[src/rtl/i2c_cond_pkg.sv]
package i2c_cond_pkg;

    typedef enum logic [2:0] {
        ST_SCL_LOW   = 3'd0,
        ST_SETUP     = 3'd1,
        ST_ARMED     = 3'd2,
        ST_HOLD_FALL = 3'd3,
        ST_HOLD_RISE = 3'd4
    } cond_state_e;

endpackage

[src/rtl/cond_sync.sv]
module cond_sync #(
    parameter int              WIDTH     = 2,
    parameter int              STAGES    = 2,
    parameter logic [WIDTH-1:0] RESET_VAL = '1
) (
    input  logic             clk,
    input  logic             rst_n,
    input  logic [WIDTH-1:0] raw_i,
    output logic [WIDTH-1:0] sync_o
);

    logic [WIDTH-1:0] stage_q [STAGES];

    always_ff @(posedge clk or negedge rst_n) begin
        if (!rst_n) begin
            stage_q[0] <= RESET_VAL;
        end else begin
            stage_q[0] <= raw_i;
        end
    end

    for (genvar g = 1; g < STAGES; g++) begin : g_stage
        always_ff @(posedge clk or negedge rst_n) begin
            if (!rst_n) begin
                stage_q[g] <= RESET_VAL;
            end else begin
                stage_q[g] <= stage_q[g-1];
            end
        end
    end

    assign sync_o = stage_q[STAGES-1];

endmodule

[src/rtl/cond_qualifier.sv]
module cond_qualifier
    import i2c_cond_pkg::*;
#(
    parameter int SETUP_CYC = 6,
    parameter int HOLD_CYC  = 6
) (
    input  logic clk,
    input  logic rst_n,
    input  logic tick,
    input  logic sda_s,
    input  logic scl_s,
    output logic fire_start,
    output logic fire_stop
);

    localparam int MAX_CYC   = (SETUP_CYC > HOLD_CYC) ? SETUP_CYC : HOLD_CYC;
    localparam int CNT_W     = $clog2(MAX_CYC + 1);
    localparam logic [CNT_W-1:0] SETUP_LAST = CNT_W'(SETUP_CYC - 1);
    localparam logic [CNT_W-1:0] HOLD_LAST  = CNT_W'(HOLD_CYC - 1);

    cond_state_e      state_q, state_d;
    logic [CNT_W-1:0] cnt_q, cnt_d;
    logic             sda_q;
    logic             sda_rise, sda_fall;
    logic             hold_done;

    assign sda_rise  = sda_s & ~sda_q;
    assign sda_fall  = ~sda_s & sda_q;
    assign hold_done = tick && (cnt_q == HOLD_LAST);

    // state register
    always_ff @(posedge clk or negedge rst_n) begin
        if (!rst_n) begin
            state_q <= ST_SCL_LOW;
            cnt_q   <= '0;
            sda_q   <= 1'b1;
        end else begin
            state_q <= state_d;
            cnt_q   <= cnt_d;
            sda_q   <= sda_s;
        end
    end

    // next state
    always_comb begin
        state_d = state_q;
        cnt_d   = cnt_q;
        unique case (state_q)
            ST_SCL_LOW: begin
                cnt_d = '0;
                if (scl_s) state_d = ST_SETUP;
            end
            ST_SETUP: begin
                if (!scl_s) begin
                    state_d = ST_SCL_LOW;
                    cnt_d   = '0;
                end else if (sda_rise || sda_fall) begin
                    cnt_d = '0;
                end else if (tick) begin
                    if (cnt_q == SETUP_LAST) begin
                        state_d = ST_ARMED;
                        cnt_d   = '0;
                    end else begin
                        cnt_d = cnt_q + 1'b1;
                    end
                end
            end
            ST_ARMED: begin
                cnt_d = '0;
                if (!scl_s)        state_d = ST_SCL_LOW;
                else if (sda_fall) state_d = ST_HOLD_FALL;
                else if (sda_rise) state_d = ST_HOLD_RISE;
            end
            ST_HOLD_FALL: begin
                if (!scl_s) begin
                    state_d = ST_SCL_LOW;
                    cnt_d   = '0;
                end else if (sda_rise) begin
                    state_d = ST_SETUP;
                    cnt_d   = '0;
                end else if (hold_done) begin
                    state_d = ST_ARMED;
                    cnt_d   = '0;
                end else if (tick) begin
                    cnt_d = cnt_q + 1'b1;
                end
            end
            ST_HOLD_RISE: begin
                if (!scl_s) begin
                    state_d = ST_SCL_LOW;
                    cnt_d   = '0;
                end else if (sda_fall) begin
                    state_d = ST_SETUP;
                    cnt_d   = '0;
                end else if (hold_done) begin
                    state_d = ST_ARMED;
                    cnt_d   = '0;
                end else if (tick) begin
                    cnt_d = cnt_q + 1'b1;
                end
            end
            default: begin
                state_d = ST_SCL_LOW;
                cnt_d   = '0;
            end
        endcase
    end

    // outputs
    always_comb begin
        fire_start = 1'b0;
        fire_stop  = 1'b0;
        unique case (state_q)
            ST_HOLD_FALL: fire_start = scl_s && !sda_rise && hold_done;
            ST_HOLD_RISE: fire_stop  = scl_s && !sda_fall && hold_done;
            default: begin
                fire_start = 1'b0;
                fire_stop  = 1'b0;
            end
        endcase
    end

endmodule

[src/rtl/cond_flags.sv]
module cond_flags (
    input  logic clk,
    input  logic rst_n,
    input  logic fire_start,
    input  logic fire_stop,
    output logic start_o,
    output logic stop_o,
    output logic irq_o,
    output logic busy_o
);

    always_ff @(posedge clk or negedge rst_n) begin
        if (!rst_n) begin
            start_o <= 1'b0;
            stop_o  <= 1'b0;
            irq_o   <= 1'b0;
            busy_o  <= 1'b0;
        end else begin
            start_o <= fire_start;
            stop_o  <= fire_stop;
            irq_o   <= fire_start | fire_stop;
            if (fire_start)     busy_o <= 1'b1;
            else if (fire_stop) busy_o <= 1'b0;
        end
    end

endmodule

[src/rtl/i2c_cond_detect.sv]
module i2c_cond_detect #(
    parameter int SETUP_CYC   = 6,
    parameter int HOLD_CYC    = 6,
    parameter int SYNC_STAGES = 2
) (
    input  logic clk,
    input  logic rst_n,
    input  logic tick,
    input  logic sda_i,
    input  logic scl_i,
    output logic start_o,
    output logic stop_o,
    output logic busy_o,
    output logic irq_o
);

    logic [1:0] line_s;
    logic       fire_start, fire_stop;

    cond_sync #(
        .WIDTH    (2),
        .STAGES   (SYNC_STAGES),
        .RESET_VAL(2'b11)
    ) u_sync (
        .clk   (clk),
        .rst_n (rst_n),
        .raw_i ({scl_i, sda_i}),
        .sync_o(line_s)
    );

    cond_qualifier #(
        .SETUP_CYC(SETUP_CYC),
        .HOLD_CYC (HOLD_CYC)
    ) u_qual (
        .clk       (clk),
        .rst_n     (rst_n),
        .tick      (tick),
        .sda_s     (line_s[0]),
        .scl_s     (line_s[1]),
        .fire_start(fire_start),
        .fire_stop (fire_stop)
    );

    cond_flags u_flags (
        .clk       (clk),
        .rst_n     (rst_n),
        .fire_start(fire_start),
        .fire_stop (fire_stop),
        .start_o   (start_o),
        .stop_o    (stop_o),
        .irq_o     (irq_o),
        .busy_o    (busy_o)
    );

endmodule

[config.mk]
export PLATFORM = sky130hd
export DESIGN_NAME = i2c_cond_detect
export DESIGN_NICKNAME = d
export VERILOG_FILES = /design/src/rtl/i2c_cond_pkg.sv /design/src/rtl/cond_sync.sv /design/src/rtl/cond_qualifier.sv /design/src/rtl/cond_flags.sv /design/src/rtl/i2c_cond_detect.sv
export SDC_FILE = /design/constraint.sdc
export NUM_CORES = 1
export LEC_CHECK = 0
export BUFFER_PORTS_ARGS = -buffer_cell sky130_fd_sc_hd__buf_2
export CAP_MARGIN = 20
export CORE_MARGIN = 2
export CORE_UTILIZATION = 55
export CTS_CLUSTER_DIAMETER = 30
export DETAILED_ROUTE_END_ITERATION = 12
export PLACE_DENSITY = 0.85
export SLEW_MARGIN = 20
export SYNTH_ARGS = -nofsm -noshare
export SYNTH_HDL_FRONTEND = slang
export SYNTH_SLANG_ARGS = --single-unit
[constraint.sdc]
create_clock -name clk -period 2 [get_ports clk]
set_clock_uncertainty 0.15 [all_clocks]
set_input_delay 0.2 -clock clk [delete_from_list [all_inputs] [get_ports clk]]
set_output_delay 0.2 -clock clk [all_outputs]
set_load 0.1 [all_outputs]
Yosys cells after proc, flatten, opt, wreduce, memory -nomap -nowiden --
Index checks and enable logic that the tools add are counted.
Operators by class: add/subtract/negate cells 1, equal/unequal tests 11, multiplexer cells 29, bitwise gates (word level) 5, reductions and logical operators 11
Operators by type and width (number):
- $mux 3 | 23
- $pmux 3 s5 | 1
- $pmux 3 s3 | 1
- $eq 3x2->1 const B | 2
- $eq 3x3->1 const B | 2
- $ne 3x3->1 const B | 2
- $logic_and 1x1->1 | 5
- $reduce_and 5->1 | 1
- $mux 1 | 4
- $ne 4x2->1 const B | 1
- $ne 4x3->1 const B | 1
- $add 3x1->3 const B | 1
- $eq 3x1->1 const B | 1
- $logic_not 3->1 | 1
- $ne 3x2->1 const B | 1
- $and 1x1->1 | 2
- $logic_not 1->1 | 2
- $ne 2x2->1 const B | 1
- $not 1->1 | 2
- $reduce_bool 2->1 | 1
- $logic_or 1x1->1 | 1
- $or 1x1->1 | 1
Word-level totals: register bits after elaboration 15, input port bits 5

Logic depth before layout (Yosys ltp) --
Gate-level depths: netlist of run 1.
depth in word-level cells 8, gate-level depth with buffers 6

Hierarchy --
From an unflattened synthesis of run 1, not the netlist that was laid out.
Unflattened totals: cell total of the unflattened synthesis 80, area total of the unflattened synthesis 778.2 um^2
By module, submodules not included:
- cond_qualifier | instances 1, cells each 67, area each 540.5 um^2
- cond_sync | instances 1, cells each 6, area each 120.1 um^2
- cond_flags | instances 1, cells each 7, area each 117.6 um^2

Worst setup path before layout of run 1 --
OpenSTA, ideal clock, no wires.
path kind reg2reg, from reg u_sync.stage_q (netlist bit u_sync.sync_o[0]), to reg u_qual.state_q[1], data arrival time 1.494 ns, data required time 1.768 ns, slack 0.274 ns, cell stages (with the launch flop) 7, clock period less this slack 1.726 ns, cell sequence dfstp_2 -> inv_1 -> ha_1 -> nor4b_1 -> o21ai_0 -> o21ba_1 -> o22ai_1
On the way: cells in the longest elaborated chain, start to end 5, elaborated cells between the ends (all ways) 14
Ends and longest elaborated chain:
- from (decl) | line cond_sync.sv:12 | logic [WIDTH-1:0] stage_q [STAGES];
- from (signal, indexed assignment) | line cond_sync.sv:27 | stage_q[g] <= stage_q[g-1];
- $not 1->1 | line cond_qualifier.sv:28 | assign sda_fall = ~sda_s & sda_q;
- $and 1x1->1 | line cond_qualifier.sv:28
- $mux 3 (tied with other cells) | line cond_qualifier.sv:92 | end else if (sda_fall) begin
- $mux 3 (tied with other cells) | line cond_qualifier.sv:89 | if (!scl_s) begin
- $pmux 3 s5 / $reduce_and 5->1 (equally long branches)
- to (signal assigned) | line cond_qualifier.sv:38 | state_q <= state_d;
- to (decl) | line cond_qualifier.sv:21 | cond_state_e state_q, state_d;
Several ways; a longest one is shown, not always the timed one. A chain may end at the register's enable or synchronous reset.

Worst setup path in the final report of run 1 --
Ends and elaborated chain as after synthesis.

==> impl_metrics.env, run 1 <==
export IMPL_n_antenna_cell=0
export IMPL_clk_path_buf_depth=2
export IMPL_post_route_min_period_ns=1.89
export IMPL_hp_class="in2reg"
export IMPL_final_hold_viol_count=0
export IMPL_synth_seq_cells=15
export IMPL_fmax_mhz=528
export IMPL_maxSlewHeadroom_pct=67.6
export IMPL_layout_drive_gt1_share_pct=30.0
export IMPL_cp_end_kind="register"
export IMPL_path_delay_family="flip-flops"
export IMPL_grt_total_usage_pct=19.0
export IMPL_first_pass_iters=4
export IMPL_synth_largest_area_cell="dfrtp_1"
export IMPL_place_hpwl_um=1070
export IMPL_drv_slew=0
export IMPL_finalSetupViolCount=0
export IMPL_final_area_um2=941
export IMPL_layout_common_cells="10 x dfrtp_1, 8 x buf_2, 5 x inv_1, 5 x nor2_1, 5 x dfstp_2"
export IMPL_p_per_area_nw_per_um2=935
export IMPL_path_clk_slew_ns=0.09
export IMPL_regArea_um2=382
export IMPL_ys_types=38
export IMPL_worst_pin_slew_ns=0.489
export IMPL_cp_required_ns=2.07
export IMPL_fin_nets=100
export IMPL_io_buffers=8
export IMPL_grt_max_degree=16
export IMPL_worst_setup_path_type="reg2reg"
export IMPL_core_area_um2=1470
export IMPL_drc=0
export IMPL_synth_edff_count=0
export IMPL_dr_total_vias=614
export IMPL_dpl_instance_area_um2=865
export IMPL_fin_crit_sh_pct=94.7
export IMPL_rows=14
export IMPL_syn_nets=87
export IMPL_synth_async_reset_ratio_pct=100
export IMPL_htreeDepth=1
export IMPL_synthTopCellsByArea="dfrtp_1 30%, dfstp_2 16%, ha_1 6.0%"
export IMPL_ant_nets=0
export IMPL_cts_root_buf="clkbuf_4"
export IMPL_clk_insertion_delay_late_ns=0.29
export IMPL_hold_ws_ns=0.0738
export IMPL_grt_pass1_wl_um=2530
export IMPL_ios=9
export IMPL_cp_max_fo=5
export IMPL_syn_to_final_growth_pct=12.7
export IMPL_drt_initial_drc_count=16
export IMPL_synth_top_area_share_pct=30.0
export IMPL_gr_total_overflow=0
export IMPL_clkSinkCount=15
export IMPL_slowest_stage="dfstp_2"
export IMPL_synth_ff_type="dfrtp_1"
export IMPL_gp_congestion=0.802
export IMPL_vdd_ir_drop_max_mv=0.583
export IMPL_cpPeakStageDelay_ns=0.56
export IMPL_grt_pass1_vias=577
export IMPL_cp_arrival_ns=1.96
export IMPL_critPathBufInv=1
export IMPL_cp_start_kind="register"
export IMPL_die_h_um=43.0
export IMPL_antenna_found_initial=0
export IMPL_cap_viol_max_count=0
export IMPL_fillCellCount=128
export IMPL_synth_seq_area_share_pct=45.7
export IMPL_yosys_warnings=0
export IMPL_wl_um=1580
export IMPL_fp_dieArea_um2=1850
export IMPL_start_util_pct=56.7
export IMPL_wire_per_inst_um=14.9
export IMPL_setup_tns_ns=0
export IMPL_multiInputGateArea_um2=423
export IMPL_tritoncts="yes"
export IMPL_synth_cells=78
export IMPL_p_leak_nw=0.414
export IMPL_finalPower_mw=0.880
export IMPL_avgSynthCellArea_um2=10.7
export IMPL_path_cells="inv_1 -> ha_1 -> nor4b_4 -> o21ai_2 -> o21ba_1 -> o22ai_1"
export IMPL_final_common_cell="dfrtp_1"
export IMPL_cts_made_buffers=3
export IMPL_status="complete, no violations"
export IMPL_die_w_um=43.0
export IMPL_netlist_area_um2=835
export IMPL_via_per_inst=5.79
-- stage by stage --
stage	util [%]	setup WS (ns)	instances
2_1_floorplan	-	0.274	78
3_3_place_gp	58.8	0.0683	99
3_5_place_dp	58.8	0.0684	99
4_1_cts	62.7	0.00613	106
5_1_grt	63.9	-0.00413	106
6_report	63.9	0.106	106
-- layer usage --
metal | track usage (%) | routed length (um) | up-vias
met2 | 32.1 | 766 | 10
met1 | 22.0 | 732 | 293
met3 | 6.38 | 56 | 5
met5 | 0 | 0 | -
met4 | 7.27 | 27 | 0
li1 | - | - | 306
-- state kept, by name, indices dropped and copies added, names as in the netlist --
signal and count:
u_flags.busy_o 1, u_flags.irq_o 1, u_flags.start_o 1, u_flags.stop_o 1, u_qual.cnt_q 3, u_qual.sda_q 1
u_qual.state_q 3, u_sync.stage_q 2, u_sync.sync_o 2
-- path summary, 6_finish.rpt --
kind / slack (ns) / cells past startpoint / to / from
worst max-delay path: 0.11 / 6 / u_qual.state_q[1]$_DFFE_PN0P_ / u_sync.sync_o[0]$_DFF_PN1_
worst min-delay path: 0.07 / 3 / u_qual.cnt_q[2]$_DFFE_PN0P_ / tick
worst max register to register: 0.11 / 6 / u_qual.state_q[1]$_DFFE_PN0P_ / u_sync.sync_o[0]$_DFF_PN1_
worst min register to register: 0.21 / 0 / u_sync.sync_o[1]$_DFF_PN1_ / u_sync.stage_q[3]$_DFF_PN1_
max in group asynchronous: 1.22 / 2 / u_sync.sync_o[0]$_DFF_PN1_ / rst_n
min in group asynchronous: 0.17 / 2 / u_flags.stop_o$_DFF_PN0_ / rst_n
-- power by group --
group / leakage, nW / switching, mW / internal, mW / total, mW
combinational: 0.212 / 0.138 / 0.147 / 0.285
clock: 0.0177 / 0.101 / 0.0746 / 0.175
sequential: 0.184 / 0.0811 / 0.338 / 0.419
-- kinds of logic (layout without fill, tap and decap cells) --
kind of cell	after synthesis	count (layout)	share of synthesized area, %
muxes	3	3	3.75
AOI/OAI and AO/OA	19	19	15.9
and+or+nand+nor	29	29	22.8
buffers and inverters	8	20	5.85
adders and majority gates	4	4	6.00
DFF	15	15	45.7
-- tightest hold or removal path: stages --
cell and delay (ns):
buf_2 0.14, o21ai_0 0.08, a21oi_1 0.07
-- synthesized netlist by cell type, types with 3 or more instances --
master   count
dfrtp_1     10
a21oi_1      4
ha_1         4
a31oi_1      3
dfstp_2      5
nand2_1      4
o21ai_0      3
inv_1        5
nor2_1       5
-- area by class of cell --
cell class                 instances  area share, %
tap                               16           2.13
clock buffer                       3           2.39
multi-input combinational         55           44.9
clock inverter                     1          0.532
timing repair buffer              11           7.45
inverter                           5           1.99
sequential                        15           40.6
-- repair_timing --
action / 4_1_cts / 5_1_grt
setup buffers: 0 / 0
hold buffers: 3 / 0
endpoints found under the hold margin: 17 / 0
resized for setup: 1 / 3
cloned: 0 / 0
endpoints found under the setup margin: 2 / 4
Power figures use the tool's default switching activity.
==> inputs of run 2 (changes only) <==
PLACE_DENSITY = 0.75   (was 0.85)
==> run 2 against run 1 <==
Compared with the run above:
- cell count grew 0.94%
- worst setup slack better by 0.024 ns
- core utilization down 0.34 points
- register-to-register slack better by 0.02 ns
- wire length is 4.4% higher
- count of clock-buffer cells in the layout stayed put
- non-clock buffer count is 1 higher
- clock power about the same
- sequential power down 4%
- sequential share of layout area increased by 0.22 points
- highest routed layer unchanged
==> impl_metrics.env, run 2 (synthesis results as in run 1) <==
export IMPL_rrSetupSlack_ns=0.13
export IMPL_cp_max_fo=5
export IMPL_path_delay_family="flip-flops"
export IMPL_antenna_found_initial=0
export IMPL_hp_class="in2reg"
export IMPL_layout_drive_gt1_share_pct=29.7
export IMPL_drt_initial_drc_count=17
export IMPL_top_regs="u_qual.cnt_q x3, u_qual.state_q x3"
export IMPL_cts_made_buffers=3
export IMPL_place_hpwl_um=1140
export IMPL_via_per_inst=5.97
export IMPL_drv_slew=0
export IMPL_final_hold_viol_count=0
export IMPL_worst_setup_path_type="reg2reg"
export IMPL_finalPower_mw=0.894
export IMPL_start_util_pct=56.7
export IMPL_cts_root_buf="clkbuf_4"
export IMPL_clockPowerShare_pct=19.7
export IMPL_grt_pass1_wl_um=2790
export IMPL_post_route_min_period_ns=1.87
export IMPL_clk_insertion_delay_late_ns=0.29
export IMPL_worst_pin_slew_ns=0.489
export IMPL_swShare_pct=36.4
export IMPL_dpl_instance_area_um2=872
export IMPL_core_area_um2=1470
export IMPL_dr_total_vias=639
export IMPL_rsz0062_at_grt="false"
export IMPL_die_h_um=43.0
export IMPL_fp_dieArea_um2=1850
export IMPL_io_buffers=8
export IMPL_p_int_mw=0.569
export IMPL_pwr_share_seq_pct=45.0
export IMPL_vdd_ir_drop_max_mv=0.545
export IMPL_status="complete, no violations"
export IMPL_n_antenna_cell=0
export IMPL_comb_power_share_pct=35.2
export IMPL_p_leak_nw=0.417
export IMPL_first_pass_iters=4
export IMPL_cpPeakStageDelay_ns=0.55
export IMPL_setup_tns_ns=0
export IMPL_critPathBufInv=1
export IMPL_final_area_um2=936
export IMPL_finalSetupViolCount=0
export IMPL_cp_required_ns=2.07
export IMPL_clkSinkCount=15
export IMPL_instances_no_fill=107
export IMPL_wl_um=1650
export IMPL_post_cts_buffers=0
export IMPL_rows=14
export IMPL_min_from="tick"
export IMPL_cp_end_kind="register"
export IMPL_wire_per_inst_um=15.4
export IMPL_path_clk_slew_ns=0.09
export IMPL_hold_depth=3
export IMPL_syn_to_final_growth_pct=12.1
export IMPL_die_w_um=43.0
export IMPL_cp_start_kind="register"
export IMPL_dp_cells=100
export IMPL_htreeDepth=1
export IMPL_fin_crit_sh_pct=93.5
export IMPL_ios=9
export IMPL_maxSlewHeadroom_pct=67.6
export IMPL_tritoncts="yes"
export IMPL_drc=0
export IMPL_p_switching_mw=0.325
export IMPL_cp_arrival_ns=1.94
export IMPL_grt_total_usage_pct=20.9
export IMPL_gr_total_overflow=0
export IMPL_grt_pass1_vias=637
export IMPL_fmax_mhz=535
export IMPL_r2r_cells=6
export IMPL_reg2reg_to="u_qual.state_q[1]$_DFFE_PN0P_"
export IMPL_p_per_area_nw_per_um2=956
export IMPL_fin_nets=101
export IMPL_reg2reg_from="u_sync.sync_o[0]$_DFF_PN1_"
export IMPL_ant_nets=0
export IMPL_clk_path_buf_depth=2
export IMPL_final_common_cell="dfrtp_1"
export IMPL_grt_max_degree=16
export IMPL_layout_common_cells="10 x dfrtp_1, 8 x buf_2, 5 x inv_1, 5 x nor2_1, 5 x dfstp_2"
export IMPL_hold_end="u_qual.cnt_q[2]$_DFFE_PN0P_"
export IMPL_gp_congestion=0.846
export IMPL_cap_viol_max_count=0
export IMPL_utilization_pct=63.6
export IMPL_path_cells="inv_1 -> ha_1 -> nor4b_2 -> o21ai_1 -> o21ba_1 -> o22ai_1"
export IMPL_slowest_stage="dfstp_2"
run 2: metal layers:
metal	part of all wire, %	up-vias	global-route usage [%]
li1	-	308	-
met1	41	307	24.3
met2	53	22	37.0
met3	5.0	2	6.38
met4	0.73	0	5.45
met5	0	-	0
run 2: power by group through the flow:
stage               combinational (mW)  clock [mW]  sequential, mW
floorplan                        0.271           0           0.374
global placement                 0.296           0           0.400
detailed placement               0.302           0           0.402
CTS                              0.309       0.182           0.397
global route                     0.349       0.195           0.409
finish                           0.315       0.177           0.403
run 2: per-stage QoR:
step                      setup slack [ns]  hold slack, ns
after floorplan                      0.274          -0.246
after global placement               0.201         -0.0418
after detailed placement             0.170         -0.0325
after CTS                           0.0769          0.0916
after global routing                0.0530           0.113
final                                0.130          0.0926
run 2: worst register-to-register path, cell delays in order, from the launching register on:
cell and delay, ns:
dfstp_2 0.55, inv_1 0.04, ha_1 0.24, nor4b_2 0.30, o21ai_1 0.15, o21ba_1 0.22, o22ai_1 0.16
run 2: worst max path at each step:
stage,from,to,slack (ns),depth (start not counted)
floorplan,u_sync.sync_o[0]$_DFF_PN1_,u_qual.state_q[1]$_DFFE_PN0P_,0.27,6
global placement,u_sync.sync_o[0]$_DFF_PN1_,u_qual.cnt_q[1]$_DFFE_PN0P_,0.20,5
detailed placement,u_sync.sync_o[0]$_DFF_PN1_,u_qual.state_q[1]$_DFFE_PN0P_,0.17,6
CTS,u_sync.sync_o[0]$_DFF_PN1_,u_qual.state_q[1]$_DFFE_PN0P_,0.08,6
global route,u_sync.sync_o[0]$_DFF_PN1_,u_qual.state_q[1]$_DFFE_PN0P_,0.05,6
finish,u_sync.sync_o[0]$_DFF_PN1_,u_qual.state_q[1]$_DFFE_PN0P_,0.13,6
run 2: layout make-up:
class	count	area, um^2
Clock buffer	3	22.5
Clock inverter	1	5.00
Fill cell	121	536
Inverter	5	18.8
Multi-Input combinational cell	55	410
Sequential cell	15	382
Tap cell	16	20.0
Timing Repair Buffer	12	77.6
run 2: what timing repair did:
item,4_1_cts,5_1_grt
hold endpoints to repair,17,0
setup endpoints to repair,0,3
resized for setup,0,2
hold buffers,3,0
